<file path="src/rtl/ppg_pkg.sv">
package ppg_pkg;
  typedef enum logic [1:0] {
    CFG_ADDEND   = 2'd0,
    CFG_STEP     = 2'd1,
    CFG_INTERVAL = 2'd2
  } cfg_sel_e;
endpackage

</file>
<file path="src/rtl/ppg_cfg_regs.sv">
module ppg_cfg_regs
  import ppg_pkg::*;
#(
  parameter int DW = 32
) (
  input  logic          clk,
  input  logic          rst_n,
  input  logic          we,
  input  logic [1:0]    addr,
  input  logic [DW-1:0] wdata,
  output logic [DW-1:0] addend,
  output logic [DW-1:0] step,
  output logic [DW-1:0] interval
);
  logic [DW-1:0] addend_d, step_d, interval_d;

  always_comb begin
    addend_d   = addend;
    step_d     = step;
    interval_d = interval;
    if (we) begin
      case (cfg_sel_e'(addr))
        CFG_ADDEND:   addend_d   = wdata;
        CFG_STEP:     step_d     = wdata;
        CFG_INTERVAL: interval_d = wdata;
        default: ;
      endcase
    end
  end

  always_ff @(posedge clk or negedge rst_n) begin
    if (!rst_n) begin
      addend   <= '0;
      step     <= '0;
      interval <= '0;
    end else begin
      addend   <= addend_d;
      step     <= step_d;
      interval <= interval_d;
    end
  end
endmodule

</file>
<file path="src/rtl/ppg_tick_acc.sv">
module ppg_tick_acc #(
  parameter int DW = 32
) (
  input  logic          clk,
  input  logic          rst_n,
  input  logic          en,
  input  logic [DW-1:0] addend,
  output logic [DW-1:0] acc,
  output logic          tick
);
  logic [DW:0]   sum;
  logic [DW-1:0] acc_d;

  always_comb begin
    sum   = {1'b0, acc} + {1'b0, addend};
    tick  = en & sum[DW];
    acc_d = en ? sum[DW-1:0] : '0;
  end

  always_ff @(posedge clk or negedge rst_n) begin
    if (!rst_n) acc <= '0;
    else        acc <= acc_d;
  end
endmodule

</file>
<file path="src/rtl/ppg_down_cnt.sv">
module ppg_down_cnt #(
  parameter int DW = 32
) (
  input  logic          clk,
  input  logic          rst_n,
  input  logic          en,
  input  logic          tick,
  input  logic [DW-1:0] step,
  input  logic [DW-1:0] interval,
  output logic [DW-1:0] cnt,
  output logic          pend,
  output logic          pulse
);
  logic [DW-1:0] cnt_d;
  logic          pend_d, pulse_d;

  always_comb begin
    cnt_d   = cnt;
    pend_d  = pend;
    pulse_d = 1'b0;
    if (!en) begin
      cnt_d  = interval;
      pend_d = 1'b0;
    end else if (tick) begin
      if (pend) begin
        cnt_d  = interval;
        pend_d = 1'b0;
      end else if (cnt <= step) begin
        cnt_d   = '0;
        pend_d  = 1'b1;
        pulse_d = 1'b1;
      end else begin
        cnt_d = cnt - step;
      end
    end
  end

  always_ff @(posedge clk or negedge rst_n) begin
    if (!rst_n) begin
      cnt   <= '0;
      pend  <= 1'b0;
      pulse <= 1'b0;
    end else begin
      cnt   <= cnt_d;
      pend  <= pend_d;
      pulse <= pulse_d;
    end
  end
endmodule

</file>
<file path="src/rtl/ppg_top.sv">
module ppg_top #(
  parameter int DW = 32
) (
  input  logic          clk,
  input  logic          rst_n,
  input  logic          en,
  input  logic          cfg_we,
  input  logic [1:0]    cfg_addr,
  input  logic [DW-1:0] cfg_wdata,
  output logic          pulse_o
);
  localparam int SYNC_STAGES = 2;

  logic [SYNC_STAGES-1:0] rst_pipe;
  logic                   rst_sync_n;
  logic [DW-1:0]          addend, step, interval, acc, cnt;
  logic                   tick, pend;

  always_ff @(posedge clk or negedge rst_n) begin
    if (!rst_n) rst_pipe <= '0;
    else        rst_pipe <= {rst_pipe[SYNC_STAGES-2:0], 1'b1};
  end
  assign rst_sync_n = rst_pipe[SYNC_STAGES-1];

  ppg_cfg_regs #(.DW(DW)) u_regs (
    .clk(clk), .rst_n(rst_sync_n), .we(cfg_we), .addr(cfg_addr),
    .wdata(cfg_wdata), .addend(addend), .step(step), .interval(interval)
  );

  ppg_tick_acc #(.DW(DW)) u_acc (
    .clk(clk), .rst_n(rst_sync_n), .en(en), .addend(addend),
    .acc(acc), .tick(tick)
  );

  ppg_down_cnt #(.DW(DW)) u_cnt (
    .clk(clk), .rst_n(rst_sync_n), .en(en), .tick(tick), .step(step),
    .interval(interval), .cnt(cnt), .pend(pend), .pulse(pulse_o)
  );
endmodule

</file>
<file path="config.mk">
export PLATFORM = sky130hd
export DESIGN_NAME = ppg_top
export DESIGN_NICKNAME = d
export VERILOG_FILES = /design/src/rtl/ppg_pkg.sv /design/src/rtl/ppg_cfg_regs.sv /design/src/rtl/ppg_tick_acc.sv /design/src/rtl/ppg_down_cnt.sv /design/src/rtl/ppg_top.sv
export SDC_FILE = /design/constraint.sdc
export NUM_CORES = 1
export LEC_CHECK = 0
export ABC_AREA = 1
export BUFFER_PORTS_ARGS = -buffer_cell sky130_fd_sc_hd__buf_2
export CORE_ASPECT_RATIO = 1.4
export CORE_MARGIN = 2
export CORE_UTILIZATION = 63
export CTS_CLUSTER_DIAMETER = 30
export DETAILED_ROUTE_END_ITERATION = 8
export PLACE_DENSITY = 0.89
export SETUP_SLACK_MARGIN = 0.1
export SLEW_MARGIN = 10
export SYNTH_ARGS = -nofsm -noshare
export SYNTH_HDL_FRONTEND = slang
export SYNTH_SLANG_ARGS = --single-unit
</file>
<file path="constraint.sdc">
create_clock -name clk -period 5.8 [get_ports clk]
set_input_delay 0.58 -clock clk [delete_from_list [all_inputs] [get_ports clk]]
set_output_delay 0.58 -clock clk [all_outputs]
set_load 0.005 [all_outputs]
</file>
==> results.yml <==
sta:
  tightest_slew_ns: 1.108
  fin_ws_ns: 2.752
  fmax_mhz: 328.1
  max-slew-margin-rel: 0.2604
  rsz0062_at_grt: "false"
  slew_viol_final: 0
  finalCritPeriodShare: 0.5256
  final.setup_skew_ns: 0.01154
  min_period_ns: 3.048
  setup-violations-final: 0
  fin_setup_tns_ns: 0
  hold_viol: 0
placement:
  io_buffers: 38
  dp_hpwl_um: 20240
  routabilityCongestion: 0.9288
  pre_cts_slack_ns: 2.876
routing:
  drc: 0
  wl_met1_um: 11110
  top_layer_used: "met4"
  met3WireLength_um: 1581
  wl_met2_um: 14100
  drtAntennaViolNets: 0
  drt_iter0_drc: 1074
  vias: 10162
  vias_per_cell: 5.664
  dr.pass1.iters: 8
  drt_wl_total_um: 28110
  post_drt_wl_per_cell_um: 15.67
clock_network:
  clockBufferDepth: 2
  cts_sinks: 164
  cts_resized: 0
  cts_tree: "done"
  htreeDepth: 4
  postCtsHoldBufs: 1
  numCtsBuffers: 17
  clkTransAtPathRegs_ns: 0.07
  post_cts_buffers: 0
  insertion_delay_ns: 0.43
  cts-root-buf: "clkbuf_16"
critical_path:
  crit_chain: "ha_1, fa_1, nand2_1, nand2_1, o21ai_2, inv_1, nand2_1, nand2_1, nand3_1, nand2_1, nand3_1, nand3_2, buf_4, inv_2, nand2_1, nand2_1"
  cp_slowest_cell: "inv_2"
  critPathKind: "reg -> reg"
  worstSetupPathDepth: 16
  cp_slowest_stage_delay_ns: 0.51
  worstPathRequired_ns: 6.16
  critPathArrivalTime_ns: 3.41
  critPathTopFamily: "simple AND/OR/NAND/NOR gates"
  cp_num_buf_inv: 3
  crit_path_start_kind: "flip-flop"
  critPathMaxFanout: 35
  r2r_cells: 16
  crit_path_end_kind: "flip-flop"
  crit_top_cell: "nand2_1"
synth:
  syn_area_um2: 10700
  avgSynthCellArea_um2: 6.894
  ys_ff_latch: 164
  synth_cells: 1552
  synth_flop_cell: "dfrtp_1"
  synth_fp_nets: 1656
  synth-edff-count: 0
  ys_top_cells_by_count: "nand2_1, inv_1, dfrtp_1"
  yosys.area.top_type: "dfrtp_1"
  synth.top_cell.area_share: 0.3835
  synth-async-reset-ratio: 1.000
  synthTopCellsByArea: "dfrtp_1, nand2_1, inv_1"
  synth.most_common_cell: "nand2_1"
  yosys_warnings: 0
  synth.distinct_cells: 40
  seq_area_frac_synth: 0.3835
grt:
  grt_max_degree: 75
  grt_usage: 0.3235
  grt_antenna_before_repair: 0
  grt_pass1_wl_um: 46180
  grt_pass1_vias: 9734
  grt_overflow: 0
die:
  start_util: 0.6417
  io-pin-count: 39
  coreArea_um2: 16680
  die_h_um: 158.2
  num_rows: 56
  die_width_um: 114.1
  die_area_um2: 18060
layout:
  num-fill-cells: 1303
  layout-drive-gt1-share: 0.07228
  multi_input_area_um2: 5523
  n_antenna_cell: 0
  regArea_um2: 4108
  area_growth_pct: 8.805
  final_nets: 1683
power:
  powerDensity_nw_per_um2: 519.6
  vdd_ir_drop_max_mv: 0.3059
  leakage_nw: 6.582
run:
  drv_cap: 0
min_path:
  hp-class: "reg -> async"
run_status:
  status: "complete, no violations"
==> layer usage <==
metal  global-route usage  up-vias
met1               0.3998     4733
met4               0.1556        0
met2               0.5649      405
li1                     -     4916
met5                    0        -
met3              0.03407      108
==> kinds of logic after synthesis <==
group,Yosys count,share of synthesized area
AO/OA/AOI/OAI,261,0.1346
XOR/XNOR,17,0.01391
adder cells (fa/ha/maj),66,0.07858
buffers and inverters,279,0.1017
flip-flops,164,0.3835
other,1,0.0003505
AND/OR/NAND/NOR,764,0.2873
==> final cells by class <==
class | instances | share of cell area
clock buffers | 17 | 0.03654
well taps | 203 | 0.02182
repair buffers | 42 | 0.01913
clock inverters | 14 | 0.01634
flip-flops and latches | 164 | 0.3528
multi-input cells | 1109 | 0.4744
inverters | 245 | 0.07899
==> worst register-to-register path, stage by stage, from the launching register on <==
cell and delay, ns:
dfrtp_1 0.39, ha_1 0.23, fa_1 0.41, nand2_1 0.08, nand2_1 0.06, o21ai_2 0.07
inv_1 0.08, nand2_1 0.06, nand2_1 0.10, nand3_1 0.10, nand2_1 0.12, nand3_1 0.11
nand3_2 0.07, buf_4 0.28, inv_2 0.52, nand2_1 0.19, nand2_1 0.12
==> registers in the layout, summed over array words and instances, names as in the netlist <==
name and count:
u_acc.acc 32, u_regs.interval 32, u_cnt.pulse 1, u_cnt.pend 1, u_regs.step 32, u_regs.addend 32, u_cnt.cnt 32, rst_pipe 2
==> power breakdown <==
part	switching [mW]	leakage (nW)	internal, mW	total (mW)
logic	2.18	4.21	1.06	3.24
registers	0.175	2.08	1.45	1.62
clock network	0.497	0.300	0.691	1.19
total	2.86	6.58	3.19	6.05
==> metrics by stage <==
stage	instances	util	instance area (um^2)	hold slack, ns	power [mW]
3_5_place_dp	1762	0.6606	11020	0.3371	4.754
4_1_cts	1794	0.6982	11640	0.3531	5.984
5_1_grt	1794	0.6982	11640	0.3614	6.536
6_report	1794	0.6982	11640	0.3429	6.049
3_3_place_gp	1762	0.6606	11020	0.3361	4.667
2_1_floorplan	1552	-	10700	0.2844	4.024
==> layout by cell type (no fill, tap or decap), types with 2 or more instances in the layout <==
cell       synthesis  layout
nand3_1           47      44
fa_1               2       2
bufinv_16          0       3
nor2_1            99      99
nand2_1          572     572
xnor2_1           13      13
clkbuf_16          0      17
nand3_2            1       4
inv_6              0       6
inv_8              0       2
xor2_1             4       4
nand4_1            9       9
o21ai_0          132     132
nor4_1             3       3
o21bai_1           5       5
inv_1            243     243
nor3_1            10      10
and2_1             3       3
o21ai_2           19      19
ha_1              64      64
inv_2              2       2
a211oi_1           3       3
a21oi_1           75      75
buf_4              4       3
a31oi_1            2       2
nor2_4             3       3
o21a_1             2       2
nand2_2            8       8
a21o_1             8       8
nand3b_1           4       4
nor2_2             2       2
o21ai_1           11      11
dfrtp_1          164     163
clkinv_4           0       2
buf_2              3      38
==> final timing paths <==
path / from / to / slack (ns)
hold / removal: rst_pipe[1] / u_regs.addend[7] / 0.34
hold reg to reg: rst_pipe[1] / u_regs.addend[7] / 0.34
min in group clk: rst_pipe[0] / rst_pipe[1] / 0.35
max in group asynchronous: rst_pipe[1] / u_regs.addend[25] / 4.10
setup reg to reg: u_regs.addend[0] / u_cnt.cnt[0] / 2.75
setup / recovery: u_regs.addend[0] / u_cnt.cnt[0] / 2.75
Power figures use the tool's default switching activity.
